## src/rtl/uart_chan_gate.sv

```systemverilog
module uart_chan_gate #(
  parameter int CHAR_CYCLES = 160,
  parameter int DW = 8
) (
  input  logic          clk,
  input  logic          rst_n,
  input  logic          rx_dis,
  input  logic          rx_mode,
  input  logic          tx_dis,
  input  logic          tx_mode,
  input  logic [DW-1:0] xon_char,
  input  logic [DW-1:0] xoff_char,
  input  logic          rx_line,
  input  logic          rx_start,
  input  logic          rx_done,
  input  logic [DW-1:0] rx_data,
  output logic          rx_shift_en,
  output logic          fifo_wr,
  output logic          xon_det,
  output logic          xoff_det,
  input  logic          tx_ready,
  input  logic          tx_fc_req,
  input  logic          tx_data_req,
  output logic          tx_fc_go,
  output logic          tx_data_go
);
  localparam int CW = $clog2(CHAR_CYCLES + 1);

  logic          rx_on;
  logic          rx_busy;
  logic          rx_keep;
  logic          tx_off;
  logic          fc_carry;
  logic [CW-1:0] idle_cnt;

  logic data_ok, start_ok, idle_full, fin, watch;

  assign data_ok   = rx_on & ~rx_dis;
  assign start_ok  = rx_start & ~rx_busy & (data_ok | rx_mode);
  assign idle_full = (idle_cnt == CW'(CHAR_CYCLES));
  assign fin       = rx_done & rx_busy;
  assign watch     = rx_keep | rx_mode;

  assign rx_shift_en = rx_busy | data_ok | rx_mode;
  assign fifo_wr     = fin & rx_keep;
  assign xon_det     = fin & watch & (rx_data == xon_char);
  assign xoff_det    = fin & watch & (rx_data == xoff_char);

  assign tx_fc_go   = tx_fc_req & tx_ready & (~tx_off | tx_mode | fc_carry);
  assign tx_data_go = tx_data_req & tx_ready & ~tx_off & ~tx_fc_req;

  always_ff @(posedge clk) begin
    if (!rst_n) begin
      rx_on    <= 1'b1;
      rx_busy  <= 1'b0;
      rx_keep  <= 1'b0;
      idle_cnt <= '0;
      tx_off   <= 1'b0;
      fc_carry <= 1'b0;
    end else begin
      if (!rx_line)       idle_cnt <= '0;
      else if (!idle_full) idle_cnt <= idle_cnt + CW'(1);

      if (start_ok) begin
        rx_busy <= 1'b1;
        rx_keep <= data_ok;
      end else if (rx_done) begin
        rx_busy <= 1'b0;
        rx_keep <= 1'b0;
      end

      if (rx_on) rx_on <= ~(rx_dis & (~rx_busy | rx_done));
      else       rx_on <= ~rx_dis & idle_full & rx_line;

      tx_off   <= tx_dis;
      fc_carry <= tx_dis & (fc_carry ? ~tx_fc_go
                                     : (~tx_off & tx_fc_req & ~tx_fc_go));
    end
  end
endmodule


```

## config.mk

```make
export PLATFORM = sky130hd
export DESIGN_NAME = uart_chan_gate
export DESIGN_NICKNAME = d
export VERILOG_FILES = /design/src/rtl/uart_chan_gate.sv
export SDC_FILE = /design/constraint.sdc
export NUM_CORES = 1
export LEC_CHECK = 0
export BUFFER_PORTS_ARGS = -buffer_cell sky130_fd_sc_hd__buf_2
export CAP_MARGIN = 20
export CORE_AREA = 2 2 44 56
export DETAILED_ROUTE_END_ITERATION = 10
export DIE_AREA = 0 0 46 58
export GPL_TIMING_DRIVEN = 0
export PLACE_DENSITY = 0.69
export SETUP_SLACK_MARGIN = 0.2
export SYNTH_ARGS = -nofsm -noshare
export SYNTH_HDL_FRONTEND = slang
export SYNTH_SLANG_ARGS = --single-unit
```

## constraint.sdc

```tcl
create_clock -name clk -period 1.72 [get_ports clk]
set_input_delay 0.086 -clock clk [delete_from_list [all_inputs] [get_ports clk]]
set_output_delay 0.086 -clock clk [all_outputs]
set_load 0.05 [all_outputs]
```

# --- Word level (Yosys, flattened, before mapping) ---
# Cells that the tools add are included.
word_totals:
  ff_bits: 13
  inputBits: 36
  output_inout_bits: 6
  elab_cells: 49
classes:
  n_addsub: 1
  n_eq_ne: 3
  mux: 5
  bitwise_logic: 32
  reduce_logical: 2
ops:
  columns: ["cell", "count"]
  rows:
  - ["$and A1 B1 Y1", 19]
  - ["$eq A8 B8 Y1", 2]
  - ["$add A8 B1 Y8 const B", 1]
  - ["$eq A8 B8 Y1 const B", 1]
  - ["$or A1 B1 Y1", 7]
  - ["$not A1 Y1", 6]
  - ["$mux W1", 5]
  - ["$reduce_and A2 Y1", 1]
  - ["$reduce_bool A2 Y1", 1]

# --- Depth between registers and ports, before layout ---
logic_depth:
  ltp_word: 8
  mapped_depth: 5
  ltp_nobuf: 5

# --- Least setup slack after synthesis ---
# Ideal clock, no wire load.
synth_path:
  path_kind: "register to output"
  start: "reg rx_busy"
  end: "out xoff_det"
  arrival_time_ns: 2.017
  required_time_ns: 1.634
  path_slack_ns: -0.383
  path_stages_with_launch: 4
  path_buffers: 0
  path_cell_list: "dfxtp_1 > o211a_1 > nand3_1 > nor4_1"
synth_via:
  elab_chain_cells: 3
synth_rtl:
  columns: ["item", "line_no", "rtl"]
  rows:
  - ["from (decl)", "30", "logic rx_busy;"]
  - ["from (signal assigned)", "55", "rx_busy <= 1'b0;"]
  - ["from (signal assigned)", "65", "rx_busy <= 1'b1;"]
  - ["from (signal assigned)", "68", "rx_busy <= 1'b0;"]
  - ["$and A1 B1 Y1", "41", "assign fin = rx_done & rx_busy;"]
  - ["$and A1 B1 Y1 (2 in series)", "47", "assign xoff_det = fin & watch & (rx_data == xoff_char);"]
  - ["to (decl)", "20", "output logic xoff_det,"]
# No other way between the ends.

# --- Final worst setup path ---
layout_path:
  start: "reg rx_keep"
  end: "out xon_det"
layout_via:
  elab_chain_cells: 3
layout_rtl:
  columns: ["item", "line_no", "rtl"]
  rows:
  - ["from (decl)", "31", "logic rx_keep;"]
  - ["from (signal assigned)", "66", "rx_keep <= data_ok;"]
  - ["$or A1 B1 Y1", "42", "assign watch = rx_keep | rx_mode;"]
  - ["$and A1 B1 Y1 (2 in series)", "46", "assign xon_det = fin & watch & (rx_data == xon_char);"]
  - ["to (decl)", "19", "output logic xon_det,"]
# No other way between the ends.

==> out/qor.yml <==
power_and_ir_drop:
  p_comb_share_pct: 22.3
  pwr-share-clk_pct: 28.3
  ir_drop_mv: 0.4211
  power_density_mw_per_mm2: 575.5
  pwr-share-seq_pct: 49.5
  power.leakage_nw: 0.4723
  p_int_uw: 471.3
  netSwitchingFraction_pct: 26.70
  p_sw_uw: 171.7
  fin_total_pwr_uw: 643.0
layout:
  drive_above_1_share_pct: 37.06
  layout_common_cells: "buf_2, xnor2_1, dfxtp_1"
  area_delta_synth_final_pct: 35.51
  finalNetCount: 182
  n_antenna_cell: 0
  nFillCells: 206
  final_common_cell: "buf_2"
  final_util_pct: 52.22
floorplan:
  start_util_pct: 38.54
  die-area_mm2: 0.002668
  coreArea_mm2: 0.002140
  die_x_um: 46
  io_pins: 42
  placementRows: 19
  die_h_um: 58
clock_network:
  clock_latency_ns: 0.27
  cts.htree.levels: 1
  cts_sinks: 13
  clkTransAtPathRegs_ns: 0.07
  cts.path.max_buffers: 2
  clockRootBuffer: "clkbuf_4"
  cts_buffers: 3
  cts_tree: "built"
yosys:
  synth_seq_area_share_pct: 31.56
  synth_fp_nets: 136
  synth.distinct_cells: 29
  yosys.area.top_type: "dfxtp_1"
  ys_ff_latch: 13
  syn_inst: 98
  synth_top_cell_area_share_pct: 31.56
  netlist_area_um2: 824.5
  synth.area.top_cells: "dfxtp_1, xnor2_1, xor2_1"
  syn_area_per_cell_um2: 8.414
  yosys_warnings: 0
timing:
  clock_skew_ns: 0.002437
  max_freq_mhz: 722.7
  final-hold-violation-count: 0
  fin_crit_ns: 1.384
  tightest_slew_ns: 0.2963
  post-route-period-util_pct: 80.45
  tns_ns: 0
  finalMaxSlewViolations: 0
  finalSetupViolCount: 0
  grt_setup_unrepaired: "no"
  slew_headroom_pct: 80.20
setup_path:
  cp-startpoint: "rx_keep$_SDFFE_PN0P_"
  cp.required_ns: 1.63
  r2r_cells: 5
  cp_max_fo: 3
  worst_setup_path_start_kind: "flip-flop"
  r2r-end: "rx_on$_SDFF_PN1_"
  end_kind: "output pin"
  r2r_slack_ns: 0.35
  rr_startpoint: "idle_cnt[0]$_SDFFE_PN0P_"
  cp.arrival_ns: 1.30
  worstSetupPathType: "flip-flop to output pin"
global_route:
  grt_pass1_wl_um: 2884
  grt_usage_pct: 14.64
  grt_max_degree: 9
  grt_pass1_vias: 781
  gr-total-overflow: 0
  antenna_found_initial: 0
drt:
  vias: 853
  wirelength_um: 1705
  drc: 0
  ant_nets: 0
  via_per_inst: 5.201
  avgRoutedWirePerCell_um: 10.40
  drtPass1Iterations: 4
  first_iter_violations: 8
place:
  io_buffers: 41
  dp_hpwl_um: 1493
  gp_congestion: 0.7767
run_status:
  status: "complete, no violations"
min_path:
  holdPathEnd: "tx_off$_SDFF_PN0_"
  hold_class: "input port to flip-flop"
  min_path_cells: 2
  hp-start: "tx_dis"
run:
  maxCapViolations: 0
==> cell type report <==
cell class,count,area (um2),share of cell area (%)
Inverter,5,18.77,1.680
Clock buffer,4,26.28,2.352
Multi-Input combinational cell,79,568.0,50.84
Buffer,1,5.005,0.4479
Tap cell,21,26.28,2.352
Sequential cell,13,261.5,23.40
Timing Repair Buffer,41,211.5,18.93
==> timing repair <==
item | in CTS | in global routing
setup endpoints to repair | 1 | 1
setup buffers | 0 | 0
resized for setup | 1 | 2
hold endpoints to repair | 0 | 0
hold buffers | 0 | 0
==> cells in the mapped netlist, drive strengths merged <==
master / count
nor2: 4
a221o: 1
o21ai: 5
a21oi: 8
xnor2: 13
nand2b: 1
a211oi: 1
and2: 1
nor2b: 3
and3: 1
ha: 2
nand4b: 1
o211a: 1
or3: 5
nand3: 6
a211o: 1
buf: 1
nor4bb: 1
nand4: 3
and4b: 1
nand2: 7
xor2: 6
nor4: 2
inv: 5
dfxtp: 13
nor3: 5
==> kinds of logic (layout without fill, tap and decap cells) <==
logic type	after synthesis	after routing	synth area share, %
AO/OA/AOI/OAI	17	17	12.90
flip-flops	13	13	31.56
buffers and inverters	6	51	2.883
XOR/XNOR	19	19	20.18
adder cells (fa/ha/maj)	2	2	3.034
AND/OR/NAND/NOR	41	41	29.44
==> critical path: stages, from the launching register on <==
cell and delay [ns]:
dfxtp_1 0.35, o211a_1 0.18, nand3_1 0.13, nor4_4 0.17
buf_6 0.19
==> sequential cells by signal, indices dropped and copies added, names as in the netlist <==
signal	count
rx_on	1
rx_keep	1
tx_off	1
fc_carry	1
idle_cnt	8
rx_busy	1
==> stage by stage <==
stage / area, um2 / worst slack, ns / std cells / hold slack, ns
finish: 1117 / 0.3363 / 164 / 0.04594
global route: 1117 / 0.2470 / 164 / 0.04814
detailed placement: 1084 / 0.3603 / 160 / 0.3316
CTS: 1112 / 0.2372 / 164 / 0.03945
global placement: 1084 / 0.3714 / 160 / 0.3239
floorplan: 852.1 / 0.1981 / 98 / 0.2236
==> power by group through the flow <==
stage,registers [mW],logic [mW],clock network (mW)
after floorplan,0.323,0.0826,0
after global placement,0.325,0.143,0
after detailed placement,0.325,0.145,0
after CTS,0.318,0.145,0.194
after global routing,0.320,0.159,0.203
final,0.318,0.143,0.182
==> routing by layer <==
layer | GRT usage (%) | up-vias | share of wire (%)
met5 | 0 | - | 0
met4 | 8.571 | 0 | 2.1
met3 | 3.115 | 4 | 7.7
met2 | 26.19 | 37 | 53
met1 | 14.70 | 371 | 37
li1 | - | 441 | -
==> worst max path at each step <==
| stage | end | cells after the start |
|---|---|---|
| floorplan | xoff_det | 3 |
| CTS | xon_det | 4 |
| detailed placement | rx_on$_SDFF_PN1_ | 5 |
| global placement | rx_on$_SDFF_PN1_ | 5 |
| global route | xon_det | 4 |
| finish | xon_det | 4 |
(Power assumes the default switching activity.)
